`src/rtl/nv_seq_pkg.sv`:
```
package nv_seq_pkg;
  typedef enum logic [2:0] {
    ST_IDLE  = 3'd0,
    ST_ERASE = 3'd1,
    ST_PROG  = 3'd2,
    ST_CLEAR = 3'd3,
    ST_XFER  = 3'd4
  } seq_state_t;

  function automatic int max4(input int a, input int b, input int c, input int d);
    int m;
    m = a;
    if (b > m) m = b;
    if (c > m) m = c;
    if (d > m) m = d;
    return m;
  endfunction
endpackage

```
`src/rtl/nv_phase_timer.sv`:
```
module nv_phase_timer #(
  parameter int CNT_W = 8
) (
  input  logic             clk_i,
  input  logic             rst_ni,
  input  logic             load_i,
  input  logic [CNT_W-1:0] load_val_i,
  output logic             zero_o
);
  logic [CNT_W-1:0] cnt_q;

  always_ff @(posedge clk_i or negedge rst_ni) begin
    if (!rst_ni)            cnt_q <= '0;
    else if (load_i)        cnt_q <= load_val_i;
    else if (cnt_q != '0)   cnt_q <= cnt_q - 1'b1;
  end

  assign zero_o = (cnt_q == '0);

  // a load sets the phase length exactly
  a_r1_timer_load: assert property (@(posedge clk_i) disable iff (!rst_ni)
    load_i |=> (cnt_q == $past(load_val_i)));
endmodule

```
`src/rtl/nv_dirty_tracker.sv`:
```
module nv_dirty_tracker (
  input  logic clk_i,
  input  logic rst_ni,
  input  logic wr_i,
  input  logic busy_i,
  input  logic store_done_i,
  output logic dirty_o
);
  always_ff @(posedge clk_i or negedge rst_ni) begin
    if (!rst_ni)                dirty_o <= 1'b0;
    else if (store_done_i)      dirty_o <= 1'b0;
    else if (wr_i && !busy_i)   dirty_o <= 1'b1;
  end

  a_r5_write_sets: assert property (@(posedge clk_i) disable iff (!rst_ni)
    (wr_i && !busy_i) |=> dirty_o);
  a_r5_store_clears: assert property (@(posedge clk_i) disable iff (!rst_ni)
    store_done_i |=> !dirty_o);
endmodule

```
`src/rtl/nv_req_arbiter.sv`:
```
module nv_req_arbiter (
  input  logic clk_i,
  input  logic rst_ni,
  input  logic idle_i,
  input  logic sw_store_i,
  input  logic sw_recall_i,
  input  logic pin_store_i,
  input  logic supply_ok_i,
  input  logic supply_fall_i,
  input  logic cap_ok_i,
  input  logic dirty_i,
  input  logic recall_pend_i,
  output logic start_store_o,
  output logic start_recall_o
);
  logic host_store, fail_store;

  assign host_store = supply_ok_i && cap_ok_i && (sw_store_i || (pin_store_i && dirty_i));
  assign fail_store = supply_fall_i && dirty_i;

  assign start_store_o  = idle_i && (host_store || fail_store);
  assign start_recall_o = idle_i && !start_store_o && supply_ok_i &&
                          (sw_recall_i || recall_pend_i);

  a_r6_pin_needs_dirty: assert property (@(posedge clk_i) disable iff (!rst_ni)
    (start_store_o && !sw_store_i && !supply_fall_i) |-> dirty_i);
  a_r7_cap_gate: assert property (@(posedge clk_i) disable iff (!rst_ni)
    (start_store_o && supply_ok_i) |-> cap_ok_i);
  a_r10_store_wins: assert property (@(posedge clk_i) disable iff (!rst_ni)
    start_store_o |-> !start_recall_o);
endmodule

```
`src/rtl/nv_xfer_seq.sv`:
```
module nv_xfer_seq
  import nv_seq_pkg::*;
#(
  parameter int ERASE_CYC = 800_000,
  parameter int PROG_CYC  = 1_000_000,
  parameter int CLEAR_CYC = 400,
  parameter int XFER_CYC  = 3_600
) (
  input  logic clk_i,
  input  logic rst_ni,
  input  logic sw_store_i,
  input  logic sw_recall_i,
  input  logic pin_store_i,
  input  logic supply_ok_i,
  input  logic cap_ok_i,
  input  logic wr_done_i,
  output logic erase_o,
  output logic program_o,
  output logic clear_o,
  output logic transfer_o,
  output logic busy_o,
  output logic io_inhibit_o
);
  localparam int MAX_LEN = max4(ERASE_CYC, PROG_CYC, CLEAR_CYC, XFER_CYC);
  localparam int CNT_W   = $clog2(MAX_LEN + 1);
  localparam logic [CNT_W-1:0] ERASE_LD = CNT_W'(ERASE_CYC - 1);
  localparam logic [CNT_W-1:0] PROG_LD  = CNT_W'(PROG_CYC - 1);
  localparam logic [CNT_W-1:0] CLEAR_LD = CNT_W'(CLEAR_CYC - 1);
  localparam logic [CNT_W-1:0] XFER_LD  = CNT_W'(XFER_CYC - 1);

  seq_state_t       state_q, state_d;
  logic             load;
  logic [CNT_W-1:0] load_val;
  logic             tmr_zero;
  logic             supply_q, recall_pend_q, supply_fall;
  logic             dirty, start_store, start_recall, store_done, idle;

  assign idle        = (state_q == ST_IDLE);
  assign supply_fall = supply_q && !supply_ok_i;
  assign store_done  = (state_q == ST_PROG) && tmr_zero;

  nv_phase_timer #(.CNT_W(CNT_W)) u_timer (
    .clk_i      (clk_i),
    .rst_ni     (rst_ni),
    .load_i     (load),
    .load_val_i (load_val),
    .zero_o     (tmr_zero)
  );

  nv_dirty_tracker u_dirty (
    .clk_i        (clk_i),
    .rst_ni       (rst_ni),
    .wr_i         (wr_done_i),
    .busy_i       (!idle),
    .store_done_i (store_done),
    .dirty_o      (dirty)
  );

  nv_req_arbiter u_arb (
    .clk_i          (clk_i),
    .rst_ni         (rst_ni),
    .idle_i         (idle),
    .sw_store_i     (sw_store_i),
    .sw_recall_i    (sw_recall_i),
    .pin_store_i    (pin_store_i),
    .supply_ok_i    (supply_ok_i),
    .supply_fall_i  (supply_fall),
    .cap_ok_i       (cap_ok_i),
    .dirty_i        (dirty),
    .recall_pend_i  (recall_pend_q),
    .start_store_o  (start_store),
    .start_recall_o (start_recall)
  );

  always_comb begin
    state_d  = state_q;
    load     = 1'b0;
    load_val = '0;
    unique case (state_q)
      ST_IDLE: begin
        if (start_store) begin
          state_d = ST_ERASE; load = 1'b1; load_val = ERASE_LD;
        end else if (start_recall) begin
          state_d = ST_CLEAR; load = 1'b1; load_val = CLEAR_LD;
        end
      end
      ST_ERASE: if (tmr_zero) begin
        state_d = ST_PROG; load = 1'b1; load_val = PROG_LD;
      end
      ST_PROG:  if (tmr_zero) state_d = ST_IDLE;
      ST_CLEAR: if (tmr_zero) begin
        state_d = ST_XFER; load = 1'b1; load_val = XFER_LD;
      end
      ST_XFER:  if (tmr_zero) state_d = ST_IDLE;
      default:  state_d = ST_IDLE;
    endcase
  end

  always_ff @(posedge clk_i or negedge rst_ni) begin
    if (!rst_ni) begin
      state_q       <= ST_IDLE;
      supply_q      <= 1'b0;
      recall_pend_q <= 1'b1;   // power-up recall
    end else begin
      state_q  <= state_d;
      supply_q <= supply_ok_i;
      if (supply_fall)       recall_pend_q <= 1'b1;
      else if (start_recall) recall_pend_q <= 1'b0;
    end
  end

  assign erase_o      = (state_q == ST_ERASE);
  assign program_o    = (state_q == ST_PROG);
  assign clear_o      = (state_q == ST_CLEAR);
  assign transfer_o   = (state_q == ST_XFER);
  assign busy_o       = !idle;
  assign io_inhibit_o = busy_o || !supply_ok_i;

  a_r1_onehot_phase: assert property (@(posedge clk_i) disable iff (!rst_ni)
    $onehot0({erase_o, program_o, clear_o, transfer_o}));
  a_r1_erase_to_prog: assert property (@(posedge clk_i) disable iff (!rst_ni)
    (erase_o && tmr_zero) |=> program_o);
  a_r2_clear_to_xfer: assert property (@(posedge clk_i) disable iff (!rst_ni)
    (clear_o && tmr_zero) |=> transfer_o);
  a_r3_inhibit_covers_busy: assert property (@(posedge clk_i) disable iff (!rst_ni)
    busy_o |-> io_inhibit_o);
  a_r4_runs_to_end: assert property (@(posedge clk_i) disable iff (!rst_ni)
    (busy_o && !tmr_zero) |=> (busy_o && $stable({erase_o, program_o, clear_o, transfer_o})));
endmodule

```
`config.mk`:
```
export PLATFORM = sky130hd
export DESIGN_NAME = nv_xfer_seq
export DESIGN_NICKNAME = d
export VERILOG_FILES = /design/src/rtl/nv_seq_pkg.sv /design/src/rtl/nv_phase_timer.sv /design/src/rtl/nv_dirty_tracker.sv /design/src/rtl/nv_req_arbiter.sv /design/src/rtl/nv_xfer_seq.sv
export SDC_FILE = /design/constraint.sdc
export NUM_CORES = 1
export LEC_CHECK = 0
export BUFFER_PORTS_ARGS = -buffer_cell sky130_fd_sc_hd__buf_2
export CAP_MARGIN = 20
export CORE_MARGIN = 2
export CORE_UTILIZATION = 40
export DETAILED_ROUTE_END_ITERATION = 7
export PLACE_DENSITY = 0.67
export SLEW_MARGIN = 0
export SYNTH_ARGS = -nofsm -noshare
export SYNTH_HDL_FRONTEND = slang
export SYNTH_SLANG_ARGS = --single-unit
```
`constraint.sdc`:
```
create_clock -name clk_i -period 2.4 [get_ports clk_i]
set_input_delay 0.72 -clock clk_i [delete_from_list [all_inputs] [get_ports clk_i]]
set_output_delay 0.72 -clock clk_i [all_outputs]
set_load 0.01 [all_outputs]
```
==> implementation parameters, run 1 <==
Parameter                              Value

Finish
  Ant diodes    0
  Final design utilization    46.9%
  Proportion of layout cells with a drive suffix above 1    20.4%
  Synthesis-to-finish area growth    11.3%
  Net total in the final layout    173

Global route
  Number of global-route vias before repair    1140
  All-layer global routing usage    between 10% and 20%
  Antenna violations before repair    0
  Wire length of the first global-routing pass    5.31 mm
  Largest net degree at the start of global routing    27
  GRT overflow    0

Timing
  Post-route clock skew    ~0.0076 ns
  Tightest hold margin    0.366 ns
  Max-slew headroom    around three fifths
  Worst Max-Slew Pin Slew    0.580 ns
  Number of pins exceeding their max-slew limit in the final report    0
  Min cycle time layout    2.21 ns
  Final hold violation count    0
  Setup-violating endpoint count in the final report    0
  Sum of negative setup slack    0 ns
  Unrepaired setup endpoints after global routing    no
  Upper clock frequency limit    453 MHz
  Part of the cycle the worst path needs    91.9%

Power
  Sequential fraction of design power    64.0%
  Net Sw Frac    22.0%
  Power Total    0.703 mW
  Max rail drop VDD    roughly 0.00037 V
  Total power divided by cell area    around 440 nW/um^2
  Leakage dissipation    around 0.61 nW
  Power spent charging and discharging nets    between 0.15 and 0.2 mW
  Int Power    about 0.55 mW
  Combinational Power Share    about 4.0%
  Relative contribution of the clock network to total power    32.0%

Placement
  Placed wire-length estimate after detailed placement    2.24 mm
  Quantity of I/O buffers inserted on ports    13
  Routability Congestion    a little over 0.8

Synthesis
  List of most frequent post-synthesis cells    sky130_fd_sc_hd__dfrtp_1 (25), sky130_fd_sc_hd__o21ai_0 (18), sky130_fd_sc_hd__nand2_1 (12), sky130_fd_sc_hd__nor2_1 (10), sky130_fd_sc_hd__nor3_1 (9)
  Synth async-reset ratio    100%
  Mean cell area of the mapped netlist    approximately 9.9 um^2
  Yosys warning count    0
  Number of synthesized register bits    26
  Flip-flop cell with the highest count after synthesis    sky130_fd_sc_hd__dfrtp_1
  Syn nets    154
  Synth area leader    sky130_fd_sc_hd__dfrtp_1
  Fraction of the yosys area taken by sequential cells    a little under half
  Top area cells in the synthesized netlist    sky130_fd_sc_hd__dfrtp_1 (44%), sky130_fd_sc_hd__o21ai_0 (6.3%), sky130_fd_sc_hd__xor2_1 (4.3%), sky130_fd_sc_hd__xnor2_1 (3.7%), sky130_fd_sc_hd__nor3_1 (3.2%)
  Count of mapped cells out of synthesis    144
  Area of the mapped netlist    1430 um^2
  Most common cell in the synthesized netlist    sky130_fd_sc_hd__dfrtp_1
  Post-synth EDFFs    0
  Portion of synthesized cell area occupied by the leading cell type    43.8%
  Library cells used by synthesis    between 40 and 50

Floorplan
  Width of the die    63.7 um
  Initial core utilization    42.1%
  Full die area    4060 um^2
  Area of the core region    3390 um^2
  Number of top-level pins    14
  # rows    21
  Die Y-Extent    63.7 um

Clock network
  Number of clock sinks seen by CTS    26
  CTS root buf    sky130_fd_sc_hd__clkbuf_4
  Gates resized, CTS repair    0
  # Post-CTS Setup Buffers    0
  TritonCTS clock tree    built
  CTS clk-pin slew, worst paths    approximately 0.15 ns
  H-tree levels    1
  Quantity of hold-fixing buffers added after cts    0
  Largest buffer count on any clock path    2
  Inserted Clock Buffers    3
  Clock latency of the later-clocked register in the worst-skew pair    between 0.3 and 0.4 ns

Setup path
  Top cell family by delay on the critical path    flip-flops
  Maximum cell stage delay along the critical path    0.48 ns
  CP Cell Sequence    nor3_1 -> inv_1 -> buf_2
  Critical path start-end classification    reg2out
  Worst-case register-to-register setup slack    0.20 ns
  Worst Setup Start Kind    flop
  CP Data Arrival Time    1.49 ns
  Critical Path Slowest Stage Cell    sky130_fd_sc_hd__dfrtp_1
  Number of buffers and inverters on the critical path    2
  Capturing element type of the critical path    output pin
  Critical Path RT    1.68 ns
  CP max FO    7

Routing
  Total vias in the final route    approximately 1100
  DRT antenna net count    0
  Vias per std cell    5.45
  Detailed-routing iteration count for the pre-antenna-repair pass    4
  DRC violation count after routing    0
  Final wirelength    3.04 mm
  First DRT Iteration DRCs    93
  Routed length per instance    between 10 and 15 um

Min path
  Type of the tightest min-delay check    in2async

Job
  Max Cap Viol    0

Status
  Outcome    completed
layout by cell type, fill, tap and decap left out, types with 5 or more instances in the layout:
| cell type | instances |
|---|---|
| sky130_fd_sc_hd__nor2_1 | 10 |
| sky130_fd_sc_hd__nor3_1 | 9 |
| sky130_fd_sc_hd__a21oi_1 | 5 |
| sky130_fd_sc_hd__dfrtp_1 | 25 |
| sky130_fd_sc_hd__inv_1 | 5 |
| sky130_fd_sc_hd__and2_1 | 5 |
| sky130_fd_sc_hd__nand2_1 | 12 |
| sky130_fd_sc_hd__xor2_1 | 7 |
| sky130_fd_sc_hd__o21ai_0 | 18 |
| sky130_fd_sc_hd__buf_2 | 13 |
| sky130_fd_sc_hd__xnor2_1 | 6 |
kinds of logic (layout without fill, tap and decap cells):
family | Yosys count | count (layout) | share of synthesized area (%)
buffers and inverters | 7 | 25 | 2.72
adder cells (fa/ha/maj) | 2 | 2 | 1.75
flip-flops | 26 | 26 | 45.7
AO/OA/AOI/OAI | 34 | 34 | 15.0
XOR/XNOR | 13 | 13 | 7.98
AND/OR/NAND/NOR | 62 | 62 | 26.9
power by group through the flow:
stage | registers, mW | logic, mW | clock network, mW
floorplan | 0.457 | 0.0111 | 0
global placement | 0.458 | 0.0283 | 0
detailed placement | 0.458 | 0.0295 | 0
CTS | 0.450 | 0.0293 | 0.232
global route | 0.451 | 0.0329 | 0.257
finish | 0.450 | 0.0283 | 0.225
registers in the layout, summed over array words and instances (netlist names):
name	cells
recall_pend_q	1
state_q	3
supply_q	1
u_dirty.dirty_o	1
u_timer.cnt_q	20
through the flow:
stage | area (um^2) | cells | setup WS [ns]
global placement | 1550 | 204 | 0.291
finish | 1590 | 208 | 0.194
global route | 1590 | 208 | 0.00863
floorplan | 1430 | 144 | 0.475
detailed placement | 1550 | 204 | 0.194
CTS | 1590 | 208 | 0.177
path summary, 6_finish.rpt:
| path | cells past startpoint | end | from |
|---|---|---|---|
| worst min register to register | 2 | recall_pend_q | recall_pend_q |
| min in group clk_i | 2 | recall_pend_q | recall_pend_q |
| max in group asynchronous | 1 | recall_pend_q | rst_ni |
| worst min-delay path | 1 | u_timer.cnt_q[13] | rst_ni |
| worst max-delay path | 3 | busy_o | state_q[0] |
| worst max register to register | 5 | u_timer.cnt_q[5] | u_timer.cnt_q[14] |
worst register-to-register path, stage by stage (launching register included):
cell and delay [ns]:
sky130_fd_sc_hd__dfrtp_1 0.42, sky130_fd_sc_hd__or4_4 0.56, sky130_fd_sc_hd__and4bb_4 0.37, sky130_fd_sc_hd__nand4_4 0.19, sky130_fd_sc_hd__nand2_1 0.38, sky130_fd_sc_hd__o21ai_0 0.16
cell type report:
| type | instances | area [um^2] |
|---|---|---|
| fillers | 313 | 1800 |
| multi-input cells | 111 | 737 |
| flip-flops and latches | 26 | 652 |
| repair buffers | 16 | 87.6 |
| well taps | 46 | 57.6 |
| clock buffers | 4 | 36.3 |
| inverters | 5 | 18.8 |
layer usage:
layer	wire length, um	global-route usage [%]
met1	1520	22.6
met2	1430	27.5
met3	86	3.17
met4	11	1.63
met5	0	0
Note: power is estimated with default switching activity, not from simulation.
==> run 2, diff against run 1 <==
Settings changed: CELL_PAD_IN_SITES_DETAIL_PLACEMENT from default to 0, CELL_PAD_IN_SITES_GLOBAL_PLACEMENT from default to 1, PLACE_DENSITY 0.67 to 0.79.
==> run 2 against run 1 <==
Clock power shrank 13%. Global-route usage is 0.84 points higher. Power fell by 4.3%. Clock skew increased by 0.0046 ns. Sequential cell count is the same. Fmax down 0.32%. Cell area decreased by 0.63%. Largest cell class unchanged.
==> implementation parameters, run 2 (synthesis results as in run 1) <==
Parameter                              Value

Finish
  Synthesis-to-finish area growth    10.6%
  Sequential cell area in the final layout    652 um^2 (unchanged)
  Proportion of layout cells with a drive suffix above 1    19.8% (-0.62 points)
  Leading cell type in the layout, fill and taps excluded    sky130_fd_sc_hd__dfrtp_1
  Register containing the most flip-flops in the final layout    u_timer.cnt_q
  Highest-count cells in the layout ignoring fill and taps    sky130_fd_sc_hd__dfrtp_1 (25), sky130_fd_sc_hd__o21ai_0 (18), sky130_fd_sc_hd__buf_2 (13)
  Flip-flop count of the largest register, all copies and words added    20 (unchanged)
  Ant diodes    0 (unchanged)
  Layout filler cell count    314 (+0.32%)
  Area occupied by multi-input gates    737 um^2 (unchanged)
  Largest registers in the final layout    u_timer.cnt_q: 20 flops, state_q: 3 flops
  Net total in the final layout    173 (unchanged)
  Final design utilization    46.6% (-0.30 points)

Clock network
  Clock latency of the later-clocked register in the worst-skew pair    0.32 ns (about the same)
  CTS clk-pin slew, worst paths    0.15 ns (about the same)
  TritonCTS clock tree    built
  Gates resized, CTS repair    0 (unchanged)
  Number of clock sinks seen by CTS    26 (unchanged)
  CTS root buf    sky130_fd_sc_hd__clkbuf_4
  Quantity of hold-fixing buffers added after cts    0 (unchanged)
  # Post-CTS Setup Buffers    0 (unchanged)
  Inserted Clock Buffers    3 (unchanged)
  Largest buffer count on any clock path    2 (unchanged)
  H-tree levels    1 (unchanged)

Routing
  DRC violation count after routing    0 (unchanged)
  Final wirelength    3.07 mm (+0.72%)
  Vias per std cell    5.47 (+0.35%)
  Detailed-routing iteration count for the pre-antenna-repair pass    4 (unchanged)
  DRT antenna net count    0 (unchanged)
  Total vias in the final route    1138 (+0.35%)
  Routed length per instance    14.7 um (+0.72%)
  First DRT Iteration DRCs    62 (-33%)

Timing
  Sum of negative setup slack    0 ns (unchanged)
  Max-slew headroom    60.1% (-1.2 points)
  Post-route clock skew    0.0122 ns (+0.00465 ns)
  Setup-violating endpoint count in the final report    0 (unchanged)
  Number of pins exceeding their max-slew limit in the final report    0 (unchanged)
  Worst Max-Slew Pin Slew    0.598 ns (+0.0183 ns)
  Min cycle time layout    2.21 ns (+0.00713 ns)
  Upper clock frequency limit    452 MHz (-0.32%)
  Final hold violation count    0 (unchanged)
  Unrepaired setup endpoints after global routing    no
  Part of the cycle the worst path needs    92.2% (+0.30 points)

Floorplan
  Area of the core region    3390 um^2 (unchanged)
  Die Y-Extent    63.7 um (unchanged)
  # rows    21 (unchanged)
  Width of the die    63.7 um (unchanged)
  Initial core utilization    42.1% (unchanged)
  Full die area    4060 um^2 (unchanged)
  Number of top-level pins    14 (unchanged)

Setup path
  Worst Setup Start Kind    flop
  Capturing element type of the critical path    output pin
  Worst-case register-to-register setup slack    0.24 ns (+0.04 ns)
  CP Cell Sequence    nor3_1 -> inv_1 -> buf_2
  Critical Path RT    1.68 ns (about the same)
  Critical path start-end classification    reg2out
  Maximum cell stage delay along the critical path    0.49 ns (about the same)
  CP max FO    8 (+1)
  Critical Path Slowest Stage Cell    sky130_fd_sc_hd__dfrtp_1
  CP Data Arrival Time    1.49 ns (about the same)

Status
  Outcome    completed

Global route
  Wire length of the first global-routing pass    5.42 mm (+2.1%)
  Number of global-route vias before repair    1129 (-0.96%)
  Antenna violations before repair    0 (unchanged)
  Largest net degree at the start of global routing    27 (unchanged)
  GRT overflow    0 (unchanged)
  All-layer global routing usage    17.2% (+0.84 points)

Power
  Leakage dissipation    0.602 nW (-0.77%)
  Total power divided by cell area    426 nW/um^2 (-3.7%)
  Max rail drop VDD    0.000310 V (-15%)

Job
  Max Cap Viol    0 (unchanged)

Min path
  Type of the tightest min-delay check    in2async

Placement
  Quantity of I/O buffers inserted on ports    13 (unchanged)
  Routability Congestion    0.830 (+0.27%)
  Placed wire-length estimate after detailed placement    2.21 mm (-1.0%)
run 2: cell count changes in the layout (fill, tap and decap cells not counted):
cell,previous run,this run
sky130_fd_sc_hd__clkbuf_1,0,1
sky130_fd_sc_hd__clkbuf_8,1,0
run 2: critical path, delay by kind of cell (launching register included):
kind | cells | cell delay, ns
buffers and inverters | 2 | 0.29
DFF | 1 | 0.49
and+or+nand+nor | 1 | 0.39
run 2: routing by layer:
layer  vias up  GRT usage (%)  part of all wire (%)
met3         2           4.23                   3.5
met2        24           26.6                    48
met1       562           24.0                    48
met5         -              0                     0
li1        550              -                     -
met4         0           4.62                  0.68
run 2: cell type report:
| type | instances | area share, % |
|---|---|---|
| clock buffers | 4 | 1.66 |
| well taps | 46 | 3.65 |
| inverters | 5 | 1.19 |
| multi-input cells | 111 | 46.7 |
| repair buffers | 16 | 5.55 |
| flip-flops and latches | 26 | 41.3 |
run 2: power breakdown:
part           leakage (nW)  total [mW]  internal, mW  switching [mW]
Sequential            0.285       0.449         0.445         0.00425
Clock                0.0150       0.195        0.0651           0.130
Combinational         0.303      0.0285        0.0101          0.0184
Total                 0.602       0.673         0.520           0.152
run 2: metrics by stage:
step / setup slack [ns] / cells / hold WS [ns] / total power, mW / area (um^2)
2_1_floorplan: 0.475 / 144 / 0.424 / 0.468 / 1430
3_3_place_gp: 0.346 / 204 / 0.485 / 0.486 / 1550
3_5_place_dp: 0.260 / 204 / 0.493 / 0.487 / 1550
4_1_cts: 0.153 / 208 / 0.389 / 0.685 / 1580
5_1_grt: 0.0476 / 208 / 0.397 / 0.709 / 1580
6_report: 0.187 / 208 / 0.373 / 0.673 / 1580
run 2: path summary, 6_finish.rpt:
path / from / endpoint / cells after the start
max in group asynchronous: rst_ni / u_timer.cnt_q[2] / 1
hold / removal: rst_ni / u_timer.cnt_q[5] / 1
hold reg to reg: recall_pend_q / recall_pend_q / 2
setup / recovery: state_q[1] / busy_o / 3
setup reg to reg: u_timer.cnt_q[14] / u_timer.cnt_q[19] / 5
min in group clk_i: recall_pend_q / recall_pend_q / 2
